### src/rtl/pxg_pkg.sv
package pxg_pkg;

  localparam int PXG_POS_W = 6;
  localparam int PXG_DRV_W = 3;

  localparam logic [2:0] A_RG_FALL = 3'd0;
  localparam logic [2:0] A_H1_RISE = 3'd1;
  localparam logic [2:0] A_SHP     = 3'd2;
  localparam logic [2:0] A_SHD     = 3'd3;
  localparam logic [2:0] A_DCLK    = 3'd4;
  localparam logic [2:0] A_DOUT    = 3'd5;
  localparam logic [2:0] A_HDRV    = 3'd6;
  localparam logic [2:0] A_RGDRV   = 3'd7;

  typedef struct packed {
    logic [PXG_POS_W-1:0] rg_fall;
    logic [PXG_POS_W-1:0] h1_rise;
    logic [PXG_POS_W-1:0] shp_loc;
    logic [PXG_POS_W-1:0] shd_loc;
    logic [PXG_POS_W-1:0] dclk_ph;
    logic [PXG_POS_W-1:0] dout_ph;
    logic [PXG_DRV_W-1:0] h1_drv;
    logic [PXG_DRV_W-1:0] h2_drv;
    logic [PXG_DRV_W-1:0] rg_drv;
  } pxg_cfg_t;

endpackage

### src/rtl/pxg_counter.sv
module pxg_counter #(
  parameter int NPOS  = 48,
  parameter int POS_W = 6
) (
  input  logic             clk,
  input  logic             rst,
  output logic [POS_W-1:0] pos,
  output logic             wrap
);
  localparam logic [POS_W-1:0] LAST = POS_W'(NPOS - 1);
  localparam logic [POS_W-1:0] ONE  = POS_W'(1);

  assign wrap = (pos == LAST);

  always_ff @(posedge clk) begin
    if (rst)       pos <= '0;
    else if (wrap) pos <= '0;
    else           pos <= pos + ONE;
  end
endmodule

### src/rtl/pxg_regs.sv
module pxg_regs
  import pxg_pkg::*;
#(
  parameter int NPOS   = 48,
  parameter int POS_W  = PXG_POS_W,
  parameter int DRV_W  = PXG_DRV_W,
  parameter int ADDR_W = 3,
  parameter int DATA_W = 8
) (
  input  logic              clk,
  input  logic              rst,
  input  logic              wr_en,
  input  logic [ADDR_W-1:0] wr_addr,
  input  logic [DATA_W-1:0] wr_data,
  input  logic              wrap,
  output pxg_cfg_t          cfg_act
);
  localparam logic [POS_W-1:0] NPOS_L = POS_W'(NPOS);

  pxg_cfg_t        shadow;
  logic [POS_W-1:0] pos_in;

  // a 6-bit code is below twice the slot count, so one subtraction reduces it
  assign pos_in = (wr_data[POS_W-1:0] >= NPOS_L) ? wr_data[POS_W-1:0] - NPOS_L
                                                 : wr_data[POS_W-1:0];

  always_ff @(posedge clk) begin
    if (rst) begin
      shadow  <= '0;
      cfg_act <= '0;
    end else begin
      if (wr_en) begin
        case (wr_addr)
          A_RG_FALL: shadow.rg_fall <= pos_in;
          A_H1_RISE: shadow.h1_rise <= pos_in;
          A_SHP:     shadow.shp_loc <= pos_in;
          A_SHD:     shadow.shd_loc <= pos_in;
          A_DCLK:    shadow.dclk_ph <= pos_in;
          A_DOUT:    shadow.dout_ph <= pos_in;
          A_HDRV: begin
            shadow.h1_drv <= wr_data[DRV_W-1:0];
            shadow.h2_drv <= wr_data[2*DRV_W-1:DRV_W];
          end
          default:   shadow.rg_drv <= wr_data[DRV_W-1:0];
        endcase
      end
      if (wrap) cfg_act <= shadow;
    end
  end
endmodule

### src/rtl/pxg_wave.sv
module pxg_wave
  import pxg_pkg::*;
#(
  parameter int NPOS  = 48,
  parameter int POS_W = PXG_POS_W,
  parameter int DRV_W = PXG_DRV_W
) (
  input  logic             clk,
  input  logic             rst,
  input  logic [POS_W-1:0] pos,
  input  pxg_cfg_t         cfg,
  output logic [POS_W-1:0] pos_o,
  output logic             rg_o,
  output logic             rg_oe_o,
  output logic [DRV_W-1:0] rg_drv_o,
  output logic             h1_o,
  output logic             h1_oe_o,
  output logic [DRV_W-1:0] h1_drv_o,
  output logic             h2_o,
  output logic             h2_oe_o,
  output logic [DRV_W-1:0] h2_drv_o,
  output logic             shp_o,
  output logic             shd_o,
  output logic             dclk_o,
  output logic             dout_stb_o
);
  localparam int NSTB = 3;
  localparam logic [POS_W:0]   NPOS_L = (POS_W+1)'(NPOS);
  localparam logic [POS_W:0]   HALF_L = (POS_W+1)'(NPOS / 2);
  localparam logic [POS_W-1:0] LAST   = POS_W'(NPOS - 1);

  function automatic logic in_half(input logic [POS_W-1:0] p, input logic [POS_W-1:0] s);
    logic [POS_W:0] d;
    if (p >= s) d = {1'b0, p} - {1'b0, s};
    else        d = {1'b0, p} + NPOS_L - {1'b0, s};
    return d < HALF_L;
  endfunction

  logic [POS_W-1:0] stb_loc [NSTB];
  logic [NSTB-1:0]  stb_hit;
  logic [NSTB-1:0]  stb_q;
  logic             h1_d;

  assign stb_loc[0] = cfg.shp_loc;
  assign stb_loc[1] = cfg.shd_loc;
  assign stb_loc[2] = cfg.dout_ph;

  for (genvar gi = 0; gi < NSTB; gi++) begin : g_stb
    assign stb_hit[gi] = (pos == stb_loc[gi]);
  end

  assign h1_d = in_half(pos, cfg.h1_rise);

  always_ff @(posedge clk) begin
    if (rst) begin
      pos_o    <= LAST;
      rg_o     <= 1'b0;
      h1_o     <= 1'b0;
      h2_o     <= 1'b1;
      dclk_o   <= 1'b0;
      stb_q    <= '0;
      rg_drv_o <= '0;
      h1_drv_o <= '0;
      h2_drv_o <= '0;
      rg_oe_o  <= 1'b0;
      h1_oe_o  <= 1'b0;
      h2_oe_o  <= 1'b0;
    end else begin
      pos_o    <= pos;
      rg_o     <= (pos < cfg.rg_fall);
      h1_o     <= h1_d;
      h2_o     <= ~h1_d;
      dclk_o   <= in_half(pos, cfg.dclk_ph);
      stb_q    <= stb_hit;
      rg_drv_o <= cfg.rg_drv;
      h1_drv_o <= cfg.h1_drv;
      h2_drv_o <= cfg.h2_drv;
      rg_oe_o  <= (cfg.rg_drv != '0);
      h1_oe_o  <= (cfg.h1_drv != '0);
      h2_oe_o  <= (cfg.h2_drv != '0);
    end
  end

  assign shp_o      = stb_q[0];
  assign shd_o      = stb_q[1];
  assign dout_stb_o = stb_q[2];
endmodule

### src/rtl/pxclk_edge_gen.sv
module pxclk_edge_gen
  import pxg_pkg::*;
#(
  parameter int NPOS   = 48,
  parameter int POS_W  = PXG_POS_W,
  parameter int DRV_W  = PXG_DRV_W,
  parameter int ADDR_W = 3,
  parameter int DATA_W = 8
) (
  input  logic              clk,
  input  logic              rst,
  input  logic              wr_en,
  input  logic [ADDR_W-1:0] wr_addr,
  input  logic [DATA_W-1:0] wr_data,
  output logic [POS_W-1:0]  pos_o,
  output logic              rg_o,
  output logic              rg_oe_o,
  output logic [DRV_W-1:0]  rg_drv_o,
  output logic              h1_o,
  output logic              h1_oe_o,
  output logic [DRV_W-1:0]  h1_drv_o,
  output logic              h2_o,
  output logic              h2_oe_o,
  output logic [DRV_W-1:0]  h2_drv_o,
  output logic              shp_o,
  output logic              shd_o,
  output logic              dclk_o,
  output logic              dout_stb_o
);
  logic [POS_W-1:0] pos;
  logic             wrap;
  pxg_cfg_t         cfg_act;

  pxg_counter #(.NPOS(NPOS), .POS_W(POS_W)) u_cnt (
    .clk(clk), .rst(rst), .pos(pos), .wrap(wrap)
  );

  pxg_regs #(
    .NPOS(NPOS), .POS_W(POS_W), .DRV_W(DRV_W), .ADDR_W(ADDR_W), .DATA_W(DATA_W)
  ) u_regs (
    .clk(clk), .rst(rst), .wr_en(wr_en), .wr_addr(wr_addr), .wr_data(wr_data),
    .wrap(wrap), .cfg_act(cfg_act)
  );

  pxg_wave #(.NPOS(NPOS), .POS_W(POS_W), .DRV_W(DRV_W)) u_wave (
    .clk(clk), .rst(rst), .pos(pos), .cfg(cfg_act),
    .pos_o(pos_o),
    .rg_o(rg_o), .rg_oe_o(rg_oe_o), .rg_drv_o(rg_drv_o),
    .h1_o(h1_o), .h1_oe_o(h1_oe_o), .h1_drv_o(h1_drv_o),
    .h2_o(h2_o), .h2_oe_o(h2_oe_o), .h2_drv_o(h2_drv_o),
    .shp_o(shp_o), .shd_o(shd_o), .dclk_o(dclk_o), .dout_stb_o(dout_stb_o)
  );
endmodule

### config.mk
export PLATFORM = sky130hd
export DESIGN_NAME = pxclk_edge_gen
export DESIGN_NICKNAME = d
export VERILOG_FILES = /design/src/rtl/pxg_pkg.sv /design/src/rtl/pxg_counter.sv /design/src/rtl/pxg_regs.sv /design/src/rtl/pxg_wave.sv /design/src/rtl/pxclk_edge_gen.sv
export SDC_FILE = /design/constraint.sdc
export NUM_CORES = 1
export LEC_CHECK = 0
export ABC_AREA = 1
export BUFFER_PORTS_ARGS = -buffer_cell sky130_fd_sc_hd__buf_2
export CORE_MARGIN = 1.5
export CORE_UTILIZATION = 56
export CTS_BUF_LIST = sky130_fd_sc_hd__clkbuf_8
export DETAILED_ROUTE_END_ITERATION = 12
export GPL_TIMING_DRIVEN = 0
export PLACE_DENSITY = 0.83
export SYNTH_ARGS = -nofsm -noshare
export SYNTH_HDL_FRONTEND = slang
export SYNTH_SLANG_ARGS = --single-unit
### constraint.sdc
create_clock -name clk -period 2 [get_ports clk]
set_input_delay 0.3 -clock clk [delete_from_list [all_inputs] [get_ports clk]]
set_output_delay 0.3 -clock clk [all_outputs]
set_load 0.02 [all_outputs]
# After elaboration in Yosys (flattened, before gate mapping)
# Index checks and enable logic that the tools add are counted.
# word_totals
output_inout_bits	25
register_bits	121
wordCells	74
input_bits	14
# classes
n_reduce_logical	14
magnitude_cmp	6
n_eq_ne	10
n_addsub	7
muxes	4
n_bitwise	2
# op_table
op	count
two-way mux 7 bit	3
equality test 6 bit	3
AND reduction 2 bit	8
< comparator 7 x 5 -> 1 bit (second input constant)	2
subtractor 6 x 6 -> 7 bit	2
subtractor 7 x 6 -> 7 bit	2
>= comparator 6 bit	2
equality test 3 bit (second input constant)	3
nonzero test 3 bit	3
adder 6 x 6 -> 7 bit (second input constant)	1
OR reduction 7 bit	1
adder 6 x 1 -> 6 bit (second input constant)	1
equality test 3 x 2 -> 1 bit (second input constant)	2
equality test 6 bit (second input constant)	1
>= comparator 6 bit (second input constant)	1
< comparator 6 bit	1
two-way mux 6 bit	1
subtractor 6 bit (second input constant)	1
equality test 3 x 1 -> 1 bit (second input constant)	1
logical NOT 3 bit	1
inverter 1 bit	2
OR reduction 2 bit	1

# Logic depth before layout (Yosys ltp)
# Gate-level depths: netlist of the first run.
# logic_depth
word_depth	5
mapped_depth	14
mapped_depth_nobuf	14

# Modules after synthesis
# A second synthesis of the first run with hierarchy kept.
# hier_totals
cells_unflattened	783
hier_area_um2	5445.2
# modules_own_cells
module	n_inst	area_per_inst_um2	seq_area_each_um2	cells_per_inst
pxg_regs	1	3318.2	1801.7	460
pxg_wave	1	1858.0	500.5	291
pxg_counter	1	269.0	120.1	32

# Worst setup path after synthesis of the first run
# Ideal clock, no wire load.
# synth_path
path_kind	flip-flop to flip-flop
start	register u_cnt.pos[4]
end	register u_wave.h2_o
setup_slack_ps	53
required_ps	1868
stages_incl_launch_ff	14
path_buffers	0
setup_time_ps	132
period_less_slack_ps	1947
arrival_ps	1815
cell_sequence	dfxtp_1 > inv_1 > ha_1 > inv_1 > ha_1 > nand2_1 > nor2_1 > nand2_1 > nand3_1 > nand2_1 > nand2_1 > nand3_1 > nand2_1 > nand3_1
# synth_between
elab_chain_cells	5
word_cells_on_any_way	7
classes_between	add/sub: 3; order compare: 2; mux: 1; bitwise: 1
# synth_rtl
element	line_no	source
start, declared	pxg_counter.sv:7	output logic [POS_W-1:0] pos,
start signal, assigned	pxg_counter.sv:18	else pos <= pos + ONE;
adder 6 x 6 -> 7 bit	pxg_wave.sv:35	else d = {1'b0, p} + NPOS_L - {1'b0, s};
subtractor 7 x 6 -> 7 bit	pxg_wave.sv:35	
two-way mux 7 bit *	pxg_wave.sv:34	if (p >= s) d = {1'b0, p} - {1'b0, s};
< comparator 7 x 5 -> 1 bit *	pxg_wave.sv:36	return d < HALF_L;
inverter 1 bit *	pxg_wave.sv:72	h2_o <= ~h1_d;
end signal, assigned	pxg_wave.sv:72	
end, declared	pxg_wave.sv:19	output logic h2_o,
# Mark *: on every way between the ends. The rest lies on a longest branch, timed or not.
# A chain may end at the register's enable or synchronous reset.

# Worst setup path after layout of the first run
# layout_path
start	register u_cnt.pos[5]
end	register u_wave.h1_o
# layout_between
elab_chain_cells	4
word_cells_on_any_way	6
classes_between	add/sub: 3; order compare: 2; mux: 1
# layout_rtl
element	line_no	source
adder 6 x 6 -> 7 bit	pxg_wave.sv:35	
subtractor 7 x 6 -> 7 bit	pxg_wave.sv:35	
two-way mux 7 bit *	pxg_wave.sv:34	
< comparator 7 x 5 -> 1 bit *	pxg_wave.sv:36	
end signal, assigned	pxg_wave.sv:58	h1_o <= 1'b0;
end signal, assigned	pxg_wave.sv:71	h1_o <= h1_d;
end, declared	pxg_wave.sv:16	output logic h1_o,
# Marks and branches as above.

==> results of run 1 <==
metrics by stage:
step | worst slack [ns] | setup TNS (ns) | utilization, %
2_1_floorplan | 0.0533 | 0 | -
3_3_place_gp | -0.327 | -0.835 | 61.8
3_5_place_dp | -0.373 | -1.06 | 61.8
4_1_cts | 0.0140 | 0 | 66.9
5_1_grt | -0.0561 | -0.0955 | 67.8
6_report | 0.0533 | 0 | 67.8
synthesized netlist by cell type, types with 3 or more instances:
cell type	n	area [um^2]
sky130_fd_sc_hd__clkbuf_1	14	52.6
sky130_fd_sc_hd__nand4_1	7	43.8
sky130_fd_sc_hd__o21ai_0	93	465
sky130_fd_sc_hd__inv_1	81	304
sky130_fd_sc_hd__xor2_1	7	61.3
sky130_fd_sc_hd__o22ai_1	8	50.1
sky130_fd_sc_hd__nor2_1	143	537
sky130_fd_sc_hd__nand2_1	69	259
sky130_fd_sc_hd__xnor2_1	5	43.8
sky130_fd_sc_hd__buf_1	4	15.0
sky130_fd_sc_hd__nand3_1	19	95.1
sky130_fd_sc_hd__nor4_1	3	18.8
sky130_fd_sc_hd__a21oi_1	56	280
sky130_fd_sc_hd__a31oi_1	3	18.8
sky130_fd_sc_hd__inv_2	7	26.3
sky130_fd_sc_hd__dfxtp_1	121	2420
sky130_fd_sc_hd__ha_1	24	300
routing by layer:
layer	vias up	global-route usage (%)
met2	227	45.6
met5	-	0
met3	34	6.60
met1	2166	34.6
met4	0	11.1
li1	2330	-
where the power goes:
| group | internal (W) | switching [W] |
|---|---|---|
| sequential | 0.00247 | 0.0000391 |
| clock | 0.00113 | 0.00106 |
| combinational | 0.000138 | 0.000291 |
| total | 0.00374 | 0.00139 |
worst max-delay path, stage by stage, from the launching register on:
cell                         delay (ns)
sky130_fd_sc_hd__dfxtp_4           0.41
sky130_fd_sc_hd__clkinvlp_4        0.13
sky130_fd_sc_hd__ha_4              0.27
sky130_fd_sc_hd__inv_2             0.05
sky130_fd_sc_hd__ha_4              0.28
sky130_fd_sc_hd__nand2_2           0.06
sky130_fd_sc_hd__nor2_2            0.12
sky130_fd_sc_hd__nand2_1           0.09
sky130_fd_sc_hd__nand3_1           0.08
sky130_fd_sc_hd__nand2_1           0.05
sky130_fd_sc_hd__nand2_1           0.06
sky130_fd_sc_hd__nand3_2           0.07
sky130_fd_sc_hd__nand2_2           0.08
sky130_fd_sc_hd__nand2_1           0.05
sky130_fd_sc_hd__nor2_1            0.11
cell usage in the layout, fill, tap and decap left out, types with 5 or more instances in the layout:
master	count
sky130_fd_sc_hd__nand2_1	67
sky130_fd_sc_hd__clkinv_4	5
sky130_fd_sc_hd__nand4_1	7
sky130_fd_sc_hd__inv_1	77
sky130_fd_sc_hd__o21ai_0	91
sky130_fd_sc_hd__buf_2	33
sky130_fd_sc_hd__dfxtp_1	115
sky130_fd_sc_hd__nor2_1	141
sky130_fd_sc_hd__clkbuf_8	17
sky130_fd_sc_hd__ha_1	21
sky130_fd_sc_hd__nand3_1	18
sky130_fd_sc_hd__xnor2_1	5
sky130_fd_sc_hd__inv_2	9
sky130_fd_sc_hd__buf_4	8
sky130_fd_sc_hd__o22ai_1	8
sky130_fd_sc_hd__clkbuf_1	14
sky130_fd_sc_hd__xor2_1	7
sky130_fd_sc_hd__a21oi_1	55
path summary, 6_finish.rpt:
kind	slack, ns	cells after the start	to
max	0.05	14	u_wave.h1_o
min	0.15	3	u_regs.shadow[5]
max reg2reg	0.05	14	u_wave.h1_o
min reg2reg	0.46	2	u_wave.h2_drv_o[0]
repair_timing:
| action | in CTS | in global routing |
|---|---|---|
| resized for setup | 8 | 19 |
| setup endpoints to repair | 12 | 6 |
| hold endpoints to repair | 0 | 0 |
| hold buffers | 0 | 0 |
| buffers inserted | 3 | 4 |
| pin swaps | 0 | 7 |
state kept, by name, summed over array words and instances (netlist names):
register         cells
u_wave.h2_oe_o       1
u_cnt.pos            6
u_wave.rg_oe_o       1
u_wave.pos_o         6
u_wave.h2_drv_o      3
u_wave.h1_oe_o       1
u_wave.rg_drv_o      3
u_wave.rg_o          1
u_regs.cfg_act      45
u_wave.stb_q         3
u_wave.h2_o          1
u_wave.h1_o          1
u_wave.dclk_o        1
u_wave.h1_drv_o      3
u_regs.shadow       45
area by class of cell:
cell class / instances / area (um^2)
fill: 689 / 2830
sequential: 121 / 2440
multi-input combinational: 449 / 2330
inverter: 88 / 338
clock buffer: 17 / 234
timing repair buffer: 39 / 213
clock inverter: 15 / 165
tap: 108 / 135
buffer: 25 / 120
logic make-up (layout without fill, tap and decap cells):
logic type,Yosys count,after routing,share of synthesized area (%)
xor gates and xnor gates,12,12,2.04
AOI/OAI and AO/OA,167,167,16.8
buffers and inverters,113,184,8.71
adders and majority gates,24,24,5.84
and+or+nand+nor,246,246,19.5
DFF,121,121,47.1
==> key figures, run 1 <==
Outcome
  – Result of the run: finished, violations left
  – Failing checks: design-rule violations

Hold path
  – Hold Path Origin: wr_data[5]
  – Hold crit path type: in2reg

Drt
  – Vias/cell: 5.52
  – Detailed-routing wirelength on met1: 5650 um
  – Vias: around 4800
  – Wire length per cell: 15.3 um
  – Antenna Violating Nets Remaining: 0
  – Total Routed Length: 13200 um
  – Routed met2 length: between 6000 and 7000 um
  – Drc violations: 4
  – Wire length on met3: 1010 um
  – TritonRoute pass-1 iters: 9
  – DR iter-0 viols: between 300 and 400
  – DR top layer: met4

Global route
  – Total overflow reported by the global router: 0
  – Overall Global Routing Usage: 27.5%
  – First-pass GRT wire length: 21100 um
  – Number of global-route vias before repair: 4464
  – Maximum number of pins on one net before global-route repair: 17
  – Number of antenna violations at the first check in global routing: 0

Critical path
  – Critical path startpoint category: register
  – Maximum fanout along the worst path: 6
  – CP Data Required Time: between 2 and 2.5 ns
  – Worst EP arrival: 2.32 ns
  – Origin of the critical flop-to-flop path: u_cnt.pos[5]
  – Timing startpoint of the critical path: u_cnt.pos[5]
  – Critical Setup Path Class: reg2reg
  – Critical path endpoint category: register

STA
  – Max Clock Freq: 514 MHz
  – Period utilisation layout: 97.3%
  – Worst-case headroom to the max-slew limit: between 60% and 70%
  – Number of pins with negative max-slew slack in the final report: 0
  – Hold Worst Slack: 0.153 ns
  – Worst-margin pin slew: approximately 0.58 ns
  – Number of setup violations in the final report: 0
  – Final clock skew: between 0.009 and 0.01 ns
  – Minimum clock period after layout: 1.95 ns
  – Final hold violation count: 0

Clocking
  – Clk pin slew, worst setup/hold paths: 0.08 ns
  – Total number of H-tree levels: 4
  – TritonCTS clock tree: built
  – Maximum number of buffers from clock root to sink: 2
  – Total CTS buffers: 17
  – Clk_lat worst skew: 0.43 ns
  – CTS Root Cell: sky130_fd_sc_hd__clkbuf_8
  – # clock sinks: 121

Yosys
  – Number of unique standard cell types used by synthesis: 31
  – Dominant synthesized flop cell: sky130_fd_sc_hd__dfxtp_1
  – Gate count of the mapped netlist: 683
  – Syn Std Cell Area: 0.00514 mm^2
  – Async set or reset register ratio after synthesis: 0%
  – Post-synth EDFFs: 0
  – Total nets after synthesis: 721
  – Sequential area share after synthesis: 47.1%
  – Count of warnings emitted by yosys: 0
  – Flops & latches, synth: around 120
  – Synthesized area divided by synthesized cell count: 7.53 um^2

Finish
  – Fraction of layout cells with a size suffix above 1: 14.5%
  – Number of standard cells in the layout, taps in and fillers out: 862
  – Layout overhead on the synthesized area: 16.2%
  – # nets final: between 700 and 800
  – Antenna cell count: 0
  – Finished Cell Area: 0.00597 mm^2

Floorplan
  – Placeable Area: 0.00881 mm^2
  – Row count: 34
  – Total die area: 0.00977 mm^2
  – Starting utilization of the core area: 58.4%
  – Die outline height: between 90 and 100 um
  – Die X-Extent: 98.8 um
  – Top-level port count: 39

Placement
  – Last weighted congestion value of the routability-driven placer: 0.911
  – Placed instance count: roughly 820
  – Total cell area at the placement stage: 0.00544 mm^2
  – Final HPWL DP: just over 9000 um
  – Number of buffers added on ports: 32

Pwr
  – Static leakage power: 2.70 nW
  – Total design power: 0.00513 W
  – Max IR drop VDD: 577 uV
  – Power per standard cell area: about 860 mW/mm^2

Run
  – Number of max-cap violations: 0
No activity file was read; power rests on OpenSTA's default activity.
==> inputs of run 2 (changes only) <==
Settings changed: CORE_UTILIZATION 56 to 54, CTS_BUF_LIST sky130_fd_sc_hd__clkbuf_8 to sky130_fd_sc_hd__clkbuf_16, PLACE_DENSITY 0.83 to 0.81.
==> run 2 against run 1 <==
The flow now finishes without violations. Critical path type unchanged. Final area rose by 3.2%. Count of clock-buffer cells in the layout did not move. Final cell count rose by 2.3%. Via count fell by 1.9%. Sequential power barely moved. Die area rose by 3.6%. Clock power rose by 36%. Largest power group is now clock. Utilization fell by 1.1 points.
==> key figures, run 2 (same netlist as run 1, synthesis figures left out) <==
Floorplan
  – Starting utilization of the core area: 55.7%
  – Total die area: between 0.01 and 0.015 mm^2
  – Row count: 35
  – Top-level port count: 39
  – Placeable Area: 0.00924 mm^2
  – Die outline height: 101 um
  – Die X-Extent: between 100 and 150 um

Finish
  – Commonest non-fill, non-tap cells in the layout: 142 x sky130_fd_sc_hd__nor2_1, 115 x sky130_fd_sc_hd__dfxtp_1, 91 x sky130_fd_sc_hd__o21ai_0
  – Fraction of layout cells with a size suffix above 1: about 14%
  – # nets final: 778
  – Total area of sequential cells: 0.00243 mm^2
  – Multi-input logic area: 0.00232 mm^2
  – Commonest non-fill, non-tap cell in the layout: sky130_fd_sc_hd__nor2_1
  – Antenna cell count: 0
  – Total of fill cells in the finished design: 727
  – Largest regs: u_regs.cfg_act (45), u_regs.shadow (45)
  – Finished Cell Area: 0.00617 mm^2
  – Number of standard cells in the layout, taps in and fillers out: 882
  – Layout overhead on the synthesized area: 19.9%

Clocking
  – # clock sinks: 121
  – Clk_lat worst skew: 0.41 ns
  – TritonCTS clock tree: built
  – Maximum number of buffers from clock root to sink: 2
  – CTS Root Cell: sky130_fd_sc_hd__clkbuf_16
  – Clk pin slew, worst setup/hold paths: approximately 0.060 ns
  – Total CTS buffers: 17
  – Number of hold buffers added after CTS: 0
  – Total number of H-tree levels: 4

Critical path
  – Critical path endpoint category: register
  – Maximum fanout along the worst path: 8
  – Critical path startpoint category: register
  – Worst EP arrival: between 2 and 2.5 ns
  – Critical Setup Path Class: reg2reg
  – CP Data Required Time: roughly 2.3 ns

Global route
  – Overall Global Routing Usage: 27.6%
  – First-pass GRT wire length: 21500 um
  – Number of antenna violations at the first check in global routing: 0
  – Total overflow reported by the global router: 0
  – Number of global-route vias before repair: between 4000 and 5000
  – Maximum number of pins on one net before global-route repair: 17

STA
  – Number of setup violations in the final report: 0
  – Worst-margin pin slew: 0.560 ns
  – Unrepaired setup endpoints after global routing: true
  – Final clock skew: 0.00679 ns
  – Max Clock Freq: 520 MHz
  – Minimum clock period after layout: ~1.9 ns
  – Period utilisation layout: between 90% and 100%
  – Worst-case headroom to the max-slew limit: 62.5%
  – Number of pins with negative max-slew slack in the final report: 0
  – Minimum setup slack in the final design: roughly 0.076 ns
  – Final hold violation count: 0

Drt
  – Vias/cell: about 5.3
  – DR iter-0 viols: 320
  – Vias: approximately 4700
  – TritonRoute pass-1 iters: 5
  – Detailed-routing wirelength on met1: 5950 um
  – DR top layer: met4
  – Total Routed Length: 13100 um
  – Drc violations: 0
  – Antenna Violating Nets Remaining: 0
  – Routed met2 length: 5970 um
  – Wire length on met3: 863 um
  – Wire length per cell: ~15 um

Pwr
  – Max IR drop VDD: approximately 470 uV
  – Static leakage power: approximately 2.8 nW
  – Total design power: 0.00592 W
  – Power per standard cell area: 960 mW/mm^2

Placement
  – Placed instance count: 844
  – Last weighted congestion value of the routability-driven placer: 0.860
  – Placement-stage worst setup slack: -0.480 ns
  – Total cell area at the placement stage: between 0.005 and 0.006 mm^2
  – Final HPWL DP: 8920 um
  – Number of buffers added on ports: 32

Outcome
  – Result of the run: finished clean

Run
  – Number of max-cap violations: 0

Hold path
  – Hold crit path type: in2reg
## run 2: changes by cell type in the layout (fill, tap and decap cells not counted), sizes merged
cell and change:
inv +3, clkbuf -1, clkinvlp +1, clkinv -3, bufinv -1
## run 2: per-layer routing
layer	up-vias	global-route usage, %
met5	-	0
met4	0	11.9
met3	37	6.10
met2	187	44.4
met1	2113	35.7
li1	2330	-
## run 2: worst paths after layout
check / cells past startpoint / end / from / slack (ns)
hold reg to reg: 2 / u_wave.rg_drv_o[1] / u_regs.cfg_act[1] / 0.46
setup / recovery: 10 / u_wave.h2_o / u_cnt.pos[4] / 0.08
setup reg to reg: 10 / u_wave.h2_o / u_cnt.pos[4] / 0.08
hold / removal: 3 / u_regs.shadow[5] / wr_data[5] / 0.16
## run 2: final cells by class
type                       count  share of cell area, %
buffer                        25                   1.93
clock buffer                  17                   6.90
clock inverter                15                   2.56
inverter                      88                   5.52
multi-input combinational    449                   37.7
sequential                   121                   39.5
tap                          129                   2.62
timing repair buffer          38                   3.33
## run 2: critical path, cell delays in order (launching register included)
cell                         delay (ns)
sky130_fd_sc_hd__dfxtp_4           0.37
sky130_fd_sc_hd__clkinvlp_4        0.14
sky130_fd_sc_hd__ha_1              0.30
sky130_fd_sc_hd__buf_2             0.19
sky130_fd_sc_hd__inv_1             0.11
sky130_fd_sc_hd__a21oi_2           0.17
sky130_fd_sc_hd__nand3_1           0.09
sky130_fd_sc_hd__nand2_1           0.07
sky130_fd_sc_hd__nand2_1           0.06
sky130_fd_sc_hd__o21ai_1           0.20
sky130_fd_sc_hd__nand3_2           0.09
## run 2: what timing repair did
item | 4_1_cts | 5_1_grt
resized for setup | 9 | 17
setup buffers | 5 | 1
pin swaps | 0 | 8
endpoints found under the setup margin | 35 | 4
gates cloned | 0 | 0
## run 2: power breakdown
group	switching, W	internal (W)	leakage (nW)
logic	0.000290	0.000138	1.51
clock network	0.00122	0.00176	0.285
registers	0.0000384	0.00247	0.985
total	0.00155	0.00437	2.78
## run 2: stage by stage
stage | hold slack, ns | util [%] | TNS, ns
final | 0.158 | 66.7 | 0
after global routing | 0.160 | 66.7 | -0.150
after CTS | 0.155 | 66.1 | 0
after detailed placement | 0.452 | 59.1 | -3.08
after global placement | 0.444 | 59.1 | -1.22
after floorplan | 0.429 | - | 0
==> inputs of run 3 (changes only) <==
Settings changed: PLACE_DENSITY 0.81 to 0.8, SYNTH_HIERARCHICAL from default to 1.
==> run 3 against run 2 <==
Sequential power about the same. Count of clock-buffer cells in the layout unchanged. Die area increased by 5.7%. Worst setup slack improved by 0.0012 ns. Largest cell class is now multi-input gates. Largest power group unchanged. Highest routed layer unchanged.
==> key figures, run 3 <==
Finish
  – Multi-input logic area: about 0.0026 mm^2
  – Commonest non-fill, non-tap cell in the layout: sky130_fd_sc_hd__nor2_1
  – Layout overhead on the synthesized area: 20.0%
  – # nets final: 883
  – Commonest non-fill, non-tap cells in the layout: 215 x sky130_fd_sc_hd__nor2_1, 158 x sky130_fd_sc_hd__nand2_1, 115 x sky130_fd_sc_hd__dfxtp_1
  – Total of fill cells in the finished design: 817
  – Fraction of layout cells with a size suffix above 1: 13.0%
  – Largest regs: u_regs/cfg_act (45), u_regs/shadow (45)
  – Antenna cell count: 0
  – Total area of sequential cells: approximately 0.0024 mm^2

Yosys
  – Post-synthesis share of cell area spent on and, or, nand and nor gates: 32.4%
  – Total nets after synthesis: 820
  – Count of warnings emitted by yosys: 6
  – Share of Yosys cell area claimed by the top area cell type: 44.5%
  – Post-synth EDFFs: 0
  – Most instantiated cells after synthesis: 217 x sky130_fd_sc_hd__nor2_1, 158 x sky130_fd_sc_hd__nand2_1, 121 x sky130_fd_sc_hd__dfxtp_1, 79 x sky130_fd_sc_hd__inv_1, 51 x sky130_fd_sc_hd__o21ai_0
  – Largest cells by area after synthesis: sky130_fd_sc_hd__dfxtp_1 44%, sky130_fd_sc_hd__nor2_1 15%, sky130_fd_sc_hd__nand2_1 11%, sky130_fd_sc_hd__inv_1 5.4%, sky130_fd_sc_hd__ha_1 5.3%
  – Sequential area share after synthesis: 44.5%
  – Combinational family with the most area after synthesis: simple AND/OR/NAND/NOR gates
  – Async set or reset register ratio after synthesis: 0%
  – Xor and xnor fraction of the mapped netlist area: approximately 1.6%
  – Dominant synthesized flop cell: sky130_fd_sc_hd__dfxtp_1
  – Yosys top cell by area: sky130_fd_sc_hd__dfxtp_1
  – Most frequently used cell type in the post-synthesis netlist: sky130_fd_sc_hd__nor2_1
  – Syn Std Cell Area: 0.00545 mm^2
  – Mux share of post-synthesis cell area: 0%
  – Share of synthesized cell area in full adder, half adder and majority cells: 5.28%
  – Number of unique standard cell types used by synthesis: 33
  – Synthesized-area fraction occupied by ao, oa, aoi and oai cells: under 10%
  – Gate count of the mapped netlist: slightly below 800
  – Synthesized area divided by synthesized cell count: 6.95 um^2
  – Flops & latches, synth: 121

Critical path
  – Origin of the critical flop-to-flop path: u_cnt/pos[1]
  – Cell with the biggest individual delay on the critical path: sky130_fd_sc_hd__dfxtp_4
  – Worst Reg-to-Reg Cells: 8
  – Critical path startpoint category: register
  – Maximum fanout along the worst path: 10
  – Register-to-register setup slack: 0.08 ns
  – Crit path top cell by count: sky130_fd_sc_hd__nor2_1
  – Worst reg2reg path endpoint: u_regs/cfg_act[33]
  – Max stage delay on crit path: roughly 0.42 ns
  – Critical Setup Path Class: reg2reg
  – CP Data Required Time: 2.29 ns
  – Critical path endpoint category: register
  – Worst EP arrival: about 2.2 ns
  – Worst path cell trace: ha_2 > nand3_2 > nor2_4 > clkbuf_4 > clkinv_1 > buf_2 > nor2_1 > nor2_1

Hold path
  – Number of cells traversed by the worst hold path: 3
  – Hold Path Origin: wr_data[1]
  – Hold crit path type: in2reg
  – Worst Hold Endpoint: u_regs/shadow[1]

Drt
  – Antenna Violating Nets Remaining: 0
  – TritonRoute pass-1 iters: 7
  – DR iter-0 viols: approximately 360
  – Vias: between 5000 and 6000
  – Drc violations: 0
  – Vias/cell: 5.24
  – Wire length per cell: 13.7 um
  – Total Routed Length: 13600 um

Clocking
  – Clk_lat worst skew: 0.40 ns
  – TritonCTS clock tree: built
  – # clock sinks: 121
  – Clk pin slew, worst setup/hold paths: 0.05 ns
  – CTS Root Cell: sky130_fd_sc_hd__clkbuf_16
  – Total CTS buffers: 17
  – Number of hold buffers added after CTS: 0
  – Total number of H-tree levels: 4
  – Maximum number of buffers from clock root to sink: 2

Pwr
  – Max IR drop VDD: 561 uV
  – Power per standard cell area: slightly above 900 mW/mm^2
  – Total design power: 0.00611 W
  – Static leakage power: 3.16 nW

Floorplan
  – Starting utilization of the core area: 55.7%
  – Row count: 36
  – Top-level port count: 39
  – Die X-Extent: 103 um
  – Total die area: 0.0107 mm^2
  – Die outline height: 103 um
  – Placeable Area: 0.00977 mm^2

Placement
  – Last weighted congestion value of the routability-driven placer: 0.911
  – Number of buffers added on ports: 36
  – Final HPWL DP: around 9500 um

Outcome
  – Result of the run: finished clean

STA
  – Final clock skew: 0.00412 ns
  – Worst-case headroom to the max-slew limit: 66.6%
  – Period utilisation layout: between 90% and 100%
  – Max Clock Freq: 520 MHz
  – Number of setup violations in the final report: 0
  – Number of pins with negative max-slew slack in the final report: 0
  – Final hold violation count: 0
  – Minimum clock period after layout: around 1.9 ns
  – Hold Worst Slack: ~0.15 ns
  – Worst-margin pin slew: 0.498 ns
  – Unrepaired setup endpoints after global routing: true

Global route
  – Number of antenna violations at the first check in global routing: 0
  – Total overflow reported by the global router: 0
  – Maximum number of pins on one net before global-route repair: 17
  – Number of global-route vias before repair: just under 5000
  – Overall Global Routing Usage: 26.4%
  – First-pass GRT wire length: 21500 um

Run
  – Number of max-cap violations: 0
[run 3: logic make-up (layout without fill, tap and decap cells)]
family                     after synthesis  after routing
AOI/OAI and AO/OA                       82             82
xor gates and xnor gates                10             10
adders and majority gates               23             23
buffers and inverters                  107            183
DFF                                    121            121
and+or+nand+nor                        440            440
[run 3: worst max-delay path, delay by kind of cell, from the launching register on]
| family | cells | cell delay, ns |
|---|---|---|
| fa+ha+maj | 1 | 0.24 |
| simple gates | 4 | 0.57 |
| buf+inv | 3 | 0.58 |
| flops | 1 | 0.42 |
[run 3: where the power goes]
part | internal (W) | switching, W | leakage, nW | total (W)
combinational | 0.000164 | 0.000311 | 1.88 | 0.000475
clock | 0.00206 | 0.00106 | 0.291 | 0.00312
sequential | 0.00247 | 0.0000448 | 0.986 | 0.00252
[run 3: final cells by class]
cell class | count | share of cell area [%]
multi-input combinational | 555 | 40.2
sequential | 121 | 37.3
clock buffer | 17 | 6.51
inverter | 84 | 5.07
timing repair buffer | 44 | 3.68
clock inverter | 15 | 2.80
tap | 133 | 2.55
buffer | 23 | 1.86
[run 3: how the worst max path moves through the flow]
stage,start,endpoint,slack (ns),cells past startpoint
after floorplan,u_cnt/pos[5],u_wave/h2_o,0.05,13
after global placement,u_cnt/pos[5],u_wave/h2_o,-0.32,13
after detailed placement,u_cnt/pos[1],u_regs/cfg_act[33],-0.33,8
after CTS,u_cnt/pos[4],u_wave/h1_o,0.002,14
after global routing,u_cnt/pos[4],u_wave/h2_o,-0.06,13
final,u_cnt/pos[1],u_regs/cfg_act[33],0.08,8
[run 3: timing repair]
| action | CTS | global route |
|---|---|---|
| pin swaps | 0 | 5 |
| resized for setup | 11 | 13 |
| setup endpoints to repair | 48 | 43 |
| setup buffers | 0 | 8 |
[run 3: through the flow]
step                      std cells  area [um^2]  TNS (ns)  utilization (%)  setup WS, ns
final                           992         6530         0             66.8        0.0775
after global routing            992         6530    -0.114             66.8       -0.0634
after CTS                       984         6420         0             65.7       0.00207
after detailed placement        952         5790    -11.58             59.3        -0.325
after global placement          952         5790    -11.11             59.3        -0.319
after floorplan                 783         5450         0                -        0.0534
[run 3: per-layer routing]
layer	part of all wire (%)	global-route usage [%]	vias up
met3	7.3	6.45	18
met1	43	31.8	2379
met4	1.3	11.2	0
met5	0	0	-
met2	49	44.9	204
li1	-	-	2593
